## config.mk

```make
export PLATFORM = sky130hd
export DESIGN_NAME = two_lvl_arb
export DESIGN_NICKNAME = d
export VERILOG_FILES = /design/src/rtl/arb2l_pkg.sv /design/src/rtl/arb2l_rst_sync.sv /design/src/rtl/arb2l_alt_pick.sv /design/src/rtl/arb2l_en_reg.sv /design/src/rtl/two_lvl_arb.sv
export SDC_FILE = /design/constraint.sdc
export NUM_CORES = 1
export LEC_CHECK = 0
export CAP_MARGIN = 40
export CORE_AREA = 3 3 40 42
export CTS_CLUSTER_SIZE = 16
export DETAILED_ROUTE_END_ITERATION = 8
export DIE_AREA = 0 0 43 45
export HOLD_SLACK_MARGIN = 0.08
export PLACE_DENSITY = 0.54
export SLEW_MARGIN = 20
export SYNTH_ARGS = -nofsm -noshare
export SYNTH_HDL_FRONTEND = slang
export SYNTH_SLANG_ARGS = --single-unit
```

## constraint.sdc

```tcl
create_clock -name clk -period 1.4 [get_ports clk]
set_clock_uncertainty 0.05 [all_clocks]
set_input_delay 0.42 -clock clk [delete_from_list [all_inputs] [get_ports clk]]
set_output_delay 0.42 -clock clk [all_outputs]
set_load 0.02 [all_outputs]
```

## src/rtl/arb2l_pkg.sv

```systemverilog
package arb2l_pkg;
  localparam int DMA_CH  = 2;
  localparam int GNT_W   = DMA_CH + 1;
  localparam int SYNC_ST = 2;
  typedef enum logic {SIDE_TGT = 1'b0, SIDE_DMA = 1'b1} top_side_e;
  typedef enum logic {CH_ZERO = 1'b0, CH_ONE = 1'b1} dma_side_e;
endpackage

```

## src/rtl/arb2l_rst_sync.sv

```systemverilog
module arb2l_rst_sync #(
  parameter int STAGES = 2
) (
  input  logic clk,
  input  logic rst_n,
  output logic rst_sync_n
);
  logic [STAGES-1:0] shift_q;
  logic [STAGES-1:0] shift_d;

  always_comb shift_d = {shift_q[STAGES-2:0], 1'b1};

  always_ff @(posedge clk or negedge rst_n) begin
    if (!rst_n) shift_q <= '0;
    else        shift_q <= shift_d;
  end

  assign rst_sync_n = shift_q[STAGES-1];
endmodule

```

## src/rtl/arb2l_alt_pick.sv

```systemverilog
module arb2l_alt_pick (
  input  logic req_a,
  input  logic req_b,
  input  logic favour_b,
  output logic win_a,
  output logic win_b,
  output logic favour_b_nxt
);
  always_comb begin
    win_a = req_a & (~req_b | ~favour_b);
    win_b = req_b & (~req_a |  favour_b);
    if (win_a)      favour_b_nxt = 1'b1;
    else if (win_b) favour_b_nxt = 1'b0;
    else            favour_b_nxt = favour_b;
  end
endmodule

```

## src/rtl/arb2l_en_reg.sv

```systemverilog
module arb2l_en_reg #(
  parameter int         WIDTH   = 1,
  parameter logic [WIDTH-1:0] RST_VAL = '0
) (
  input  logic             clk,
  input  logic             rst_n,
  input  logic             en,
  input  logic [WIDTH-1:0] d,
  output logic [WIDTH-1:0] q
);
  logic [WIDTH-1:0] q_nxt;

  always_comb q_nxt = en ? d : q;

  always_ff @(posedge clk or negedge rst_n) begin
    if (!rst_n) q <= RST_VAL;
    else        q <= q_nxt;
  end
endmodule

```

## src/rtl/two_lvl_arb.sv

```systemverilog
module two_lvl_arb
  import arb2l_pkg::*;
(
  input  logic              clk,
  input  logic              rst_n,
  input  logic              req_tgt_i,
  input  logic [DMA_CH-1:0] req_dma_i,
  input  logic              done_i,
  output logic              gnt_tgt_o,
  output logic [DMA_CH-1:0] gnt_dma_o
);
  logic             rst_int_n;
  logic             dma_any;
  logic             busy;
  logic             decide;
  logic             tgt_win, grp_win;
  logic             ch0_win, ch1_win;
  logic             top_fav_q, top_fav_d;
  logic             dma_fav_q, dma_fav_d;
  logic [GNT_W-1:0] gnt_q, gnt_d;

  arb2l_rst_sync #(.STAGES(SYNC_ST)) u_rst (
    .clk(clk), .rst_n(rst_n), .rst_sync_n(rst_int_n)
  );

  assign dma_any = |req_dma_i;
  assign busy    = |gnt_q;
  assign decide  = ~busy | done_i;

  // Upper level: target port (a) against DMA group (b)
  arb2l_alt_pick u_top_pick (
    .req_a(req_tgt_i), .req_b(dma_any), .favour_b(top_fav_q),
    .win_a(tgt_win), .win_b(grp_win), .favour_b_nxt(top_fav_d)
  );

  // Lower level: DMA channel 0 (a) against channel 1 (b)
  arb2l_alt_pick u_dma_pick (
    .req_a(req_dma_i[0]), .req_b(req_dma_i[1]), .favour_b(dma_fav_q),
    .win_a(ch0_win), .win_b(ch1_win), .favour_b_nxt(dma_fav_d)
  );

  always_comb gnt_d = {grp_win & ch1_win, grp_win & ch0_win, tgt_win};

  arb2l_en_reg #(.WIDTH(1), .RST_VAL(1'(SIDE_TGT))) u_top_fav (
    .clk(clk), .rst_n(rst_int_n), .en(decide),
    .d(top_fav_d), .q(top_fav_q)
  );

  arb2l_en_reg #(.WIDTH(1), .RST_VAL(1'(CH_ZERO))) u_dma_fav (
    .clk(clk), .rst_n(rst_int_n), .en(decide & grp_win),
    .d(dma_fav_d), .q(dma_fav_q)
  );

  arb2l_en_reg #(.WIDTH(GNT_W), .RST_VAL('0)) u_gnt (
    .clk(clk), .rst_n(rst_int_n), .en(decide),
    .d(gnt_d), .q(gnt_q)
  );

  assign gnt_tgt_o = gnt_q[0];
  assign gnt_dma_o = gnt_q[GNT_W-1:1];
endmodule

```

Word level (Yosys, flattened, before mapping)
Cells that the tools add are included.

word-level totals
  latch bits = 0
  bits in registers = 7
  memories = 0
  bits in read-only memories = 0
  RAM bits = 0
  input port bits = 6

cells by class
  shift-type cells = 0
  divide/modulo/power cells = 0
  add/subtract/negate cells = 0
  mux-type cells = 4
  equal/unequal tests = 0
  $mul = 0
  bitwise logic cells = 19
  $lt $le $gt $ge = 0
  reductions and logical operators = 6

operator list
  kind                 number
  AND 1 bit            7
  NOT 1 bit            7
  OR 1 bit             5
  two-way mux 1 bit    4
  AND reduction 2 bit  2
  nonzero test 2 bit   2
  OR reduction 3 bit   1
  OR reduction 2 bit   1

Depth between registers and ports, before layout
  depth in word-level cells = 6
  gate-level depth with buffers = 3
  gate-level depth less buffers = 3

By module
Synthesis repeated with hierarchy kept, for this count alone.

unflattened totals
  cells, all modules = 29
  area total of the unflattened synthesis = 342.8 µm²

modules (own cells, without submodules)
  module                         cells each  instances  area each (µm²)
  arb2l_en_reg at u_gnt          6           1          108.9
  arb2l_en_reg at u_dma_fav ...  2           2          40.0
  arb2l_alt_pick                 5           2          28.8
  arb2l_rst_sync                 3           1          53.8
  two_lvl_arb                    6           1          42.5

Worst setup path before layout
OpenSTA, ideal clock, no wires.

  path kind = reg2reg
  start point = register u_gnt.q[1]
  end point = register u_top_fav.q
  path buffers = 0
  stages on the path, launching flop included = 4
  slack = 0.249 ns
  library setup time = 0.128 ns
  arrival = 0.973 ns
  clock period less this slack = 1.151 ns
  cells stage by stage = dfrtp_1 > nor3_4 > o221ai_2 > a21boi_1

on the way
  word-level cells in the longest chain between the ends = 4

RTL lines
  what                                  RTL line            RTL
  from (decl)                           arb2l_en_reg.sv:9   output logic [WIDTH-1:0] q
  from (signal assigned)                arb2l_en_reg.sv:17  else q <= q_nxt;
  OR reduction 3 bit                    two_lvl_arb.sv:27   assign busy = |gnt_q;
  NOT 1 bit                             two_lvl_arb.sv:28   assign decide = ~busy | done_i;
  OR 1 bit                              two_lvl_arb.sv:28
  AND reduction 2 bit (no source line)  n/a
  to (signal assigned)                  arb2l_en_reg.sv:17
  to (decl)                             arb2l_en_reg.sv:9

No other way between the ends.
A chain may end at the register's enable or synchronous reset.

Worst setup path after layout
  start point = input req_dma_i[0]
  end point = register u_top_fav.q

on the way
  word-level cells in the longest chain between the ends = 6
  elaborated cells on any way between the ends = 8

RTL lines
  what                                  RTL line              RTL
  from (decl)                           two_lvl_arb.sv:7      input logic [DMA_CH-1:0] req_dma_i,
  OR reduction 2 bit (*)                two_lvl_arb.sv:26     assign dma_any = |req_dma_i;
  NOT 1 bit                             arb2l_alt_pick.sv:10  win_a = req_a & (~req_b | ~favour_b);
  OR 1 bit                              arb2l_alt_pick.sv:10
  AND 1 bit                             arb2l_alt_pick.sv:10
  nonzero test 2 bit (no source line)   n/a
  AND reduction 2 bit (no source line)  n/a

Every way passes the cells marked *; elsewhere a longest branch is shown, timed or not.

==> flow_summary.yaml <==
global_route:
  grt_antenna_before_repair: 0
  grt_pass1_vias: 254
  grt_start_max_net_pins: 6
  grtUsageTotal: 0.0750
  grt_overflow: 0
  grt_pass1_wl_um: 1010
sta:
  fmax_mhz: 780
  period_needed_ns: 1.28
  post-route-period-util: 0.915
  setup_viol: 0
  fin_setup_tns_ns: 0
  hold_viol: 0
  rsz0062_at_grt: "no"
  slew_viol_final: 0
  worst_hold_slack_ns: 0.285
clocking:
  root_buffer: "clkbuf_4"
  insertion_delay_ns: 0.24
  clock_path_buffers: 2
  cts.sinks: 7
  clk_pin_slew_worst_paths_ns: 0.05
  cts_setup_buffers: 0
  cts-buffers-inserted: 3
  cts_tree: "yes"
  cts_htree_levels: 1
synth:
  ys_warn_count: 0
  synth_nets: 31
  synthCells: 25
  yosys_register_bits: 7
  yosys.area.top_type: "dfrtp_1"
  synth_cell_types: 12
  synth_area_per_cell_sq_um: 12.0
  synth_area_sq_um: 300
  yosysTopAreaCellShare: 0.583
  ys_seq_area_frac: 0.583
  synth.area.top_cells: "dfrtp_1 58%, o2bb2ai_1 8.8%, nor3_4 5.4%, inv_1 5.0%, o221ai_2 5.0%"
place:
  dp.final_hpwl_um: 451
  place_congestion: 0.714
  numPortBuffers: 8
floorplan:
  start_util: 0.234
  core_area_sq_um: 1280
  rows: 13
  ios: 9
  die_y_um: 45
  die_area_sq_um: 1940
  fp.dieW_um: 43
critical_path:
  cp.required_ns: 1.52
  rr_startpoint: "u_gnt.q[1]$_DFFE_PN0P_"
  path_class: "in2reg"
  r2r-end: "u_top_fav.q$_DFFE_PN0P_"
  worstSetupStartpointType: "input pin"
  cp-end-kind: "flop"
  arrival_ns: 1.40
  rrSetupSlack_ns: 0.21
  r2r_cells: 4
  cp_max_fo: 4
pwr:
  comb_power_share: 0.341
  switching_share: 0.307
  pwr_density_cell_nw_per_um2: 1530
  vdd_ir_drop_max_mv: 0.495
  power_uw: 688
  switchingPower_uw: 211
  p_int_uw: 477
  seqPwrFrac: 0.403
  p_clk_frac: 0.256
  p_leak_nw: 0.214
status:
  run_status: "complete, no violations"
drt:
  viasPerCell: 3.98
  drt-pass1-iter-count: 2
  vias: 227
  drc_errors: 0
  routedWlPerCell_um: 9.79
  drtAntennaViolNets: 0
  drt_first_iter_violations: 2
  routed_wirelength_um: 558
layout:
  antenna_cells: 0
  final_common_cell: "dfrtp_1"
  nNetsFinal: 49
  syn2layout_area_growth_pct: 50.0
  mostFrequentLayoutCells: "7 x dfrtp_1, 5 x clkdlybuf4s50_1, 4 x inv_1, 4 x buf_4"
  drive_above_1_share: 0.286
flow_run:
  cap_violations: 0
min_path:
  hold_class: "in2async"
cells in the mapped netlist:
library cell	count
o221ai_2	1
dfrtp_1	7
o21a_1	1
a21boi_1	1
mux2i_1	1
nor3_4	1
nand2b_1	1
conb_1	1
inv_1	4
o21ai_0	2
o2bb2ai_1	3
nand2_1	2
per-layer routing:
| metal | GRT usage | routed length [um] | vias to the layer above |
|---|---|---|---|
| met1 | 0.0898 | 278 | 104 |
| met3 | 0.0319 | 40 | 0 |
| li1 | - | - | 117 |
| met4 | 0.0723 | 0 | 0 |
| met5 | 0 | 0 | - |
| met2 | 0.0988 | 238 | 6 |
cell type report:
type                            count  area [sq um]
Clock buffer                        4          26.3
Fill cell                         138           835
Inverter                            4          15.0
Multi-Input combinational cell     14           110
Sequential cell                     7           175
Tap cell                           15          18.8
Timing Repair Buffer               13           105
worst max-delay path by stage:
stage | start | to | slack [ns] | cells past startpoint
after global routing | req_dma_i[0] | u_top_fav.q$_DFFE_PN0P_ | 0.06 | 3
final | req_dma_i[0] | u_top_fav.q$_DFFE_PN0P_ | 0.12 | 3
after CTS | u_gnt.q[2]$_DFFE_PN0P_ | gnt_dma_o[1] | 0.003 | 1
after floorplan | u_gnt.q[1]$_DFFE_PN0P_ | u_top_fav.q$_DFFE_PN0P_ | 0.25 | 3
after detailed placement | req_dma_i[0] | u_top_fav.q$_DFFE_PN0P_ | -0.14 | 3
after global placement | req_dma_i[0] | u_top_fav.q$_DFFE_PN0P_ | -0.11 | 3
flip-flops by register name, summed over array words and instances, names as in the netlist:
signal / cells
u_dma_fav.q: 1
u_gnt.q: 3
u_rst.shift_q: 2
u_top_fav.q: 1
power groups by stage:
stage               registers, mW  clock network [mW]  logic, mW
finish                      0.277               0.176      0.235
global route                0.285               0.203      0.263
CTS                         0.278               0.190      0.250
detailed placement          0.284                   0      0.256
global placement            0.282                   0      0.254
floorplan                   0.322                   0     0.0960
worst max-delay path: stages:
cell and delay (ns):
clkdlybuf4s50_1 0.47, o221ai_2 0.30, a21boi_1 0.21
what timing repair did:
action	4_1_cts	5_1_grt
hold buffers	1	0
gates resized for setup	6	3
hold endpoints to repair	5	0
pin swaps	0	0
setup endpoints to repair	3	3
metrics by stage:
step / instance area, sq um / utilization / setup slack [ns] / instances
floorplan: 300 / - / 0.249 / 25
finish: 450 / 0.351 / 0.119 / 57
global placement: 429 / 0.334 / -0.108 / 52
detailed placement: 429 / 0.334 / -0.145 / 52
CTS: 465 / 0.362 / 0.00326 / 57
global route: 450 / 0.351 / 0.0601 / 57
cells by family after synthesis:
kind of cell	share of synthesized area
buffers and inverters	0.0500
AOI/OAI and AO/OA	0.221
DFF	0.583
other	0.0125
muxes	0.0333
and+or+nand+nor	0.100
Note: power is estimated with default switching activity, not from simulation.
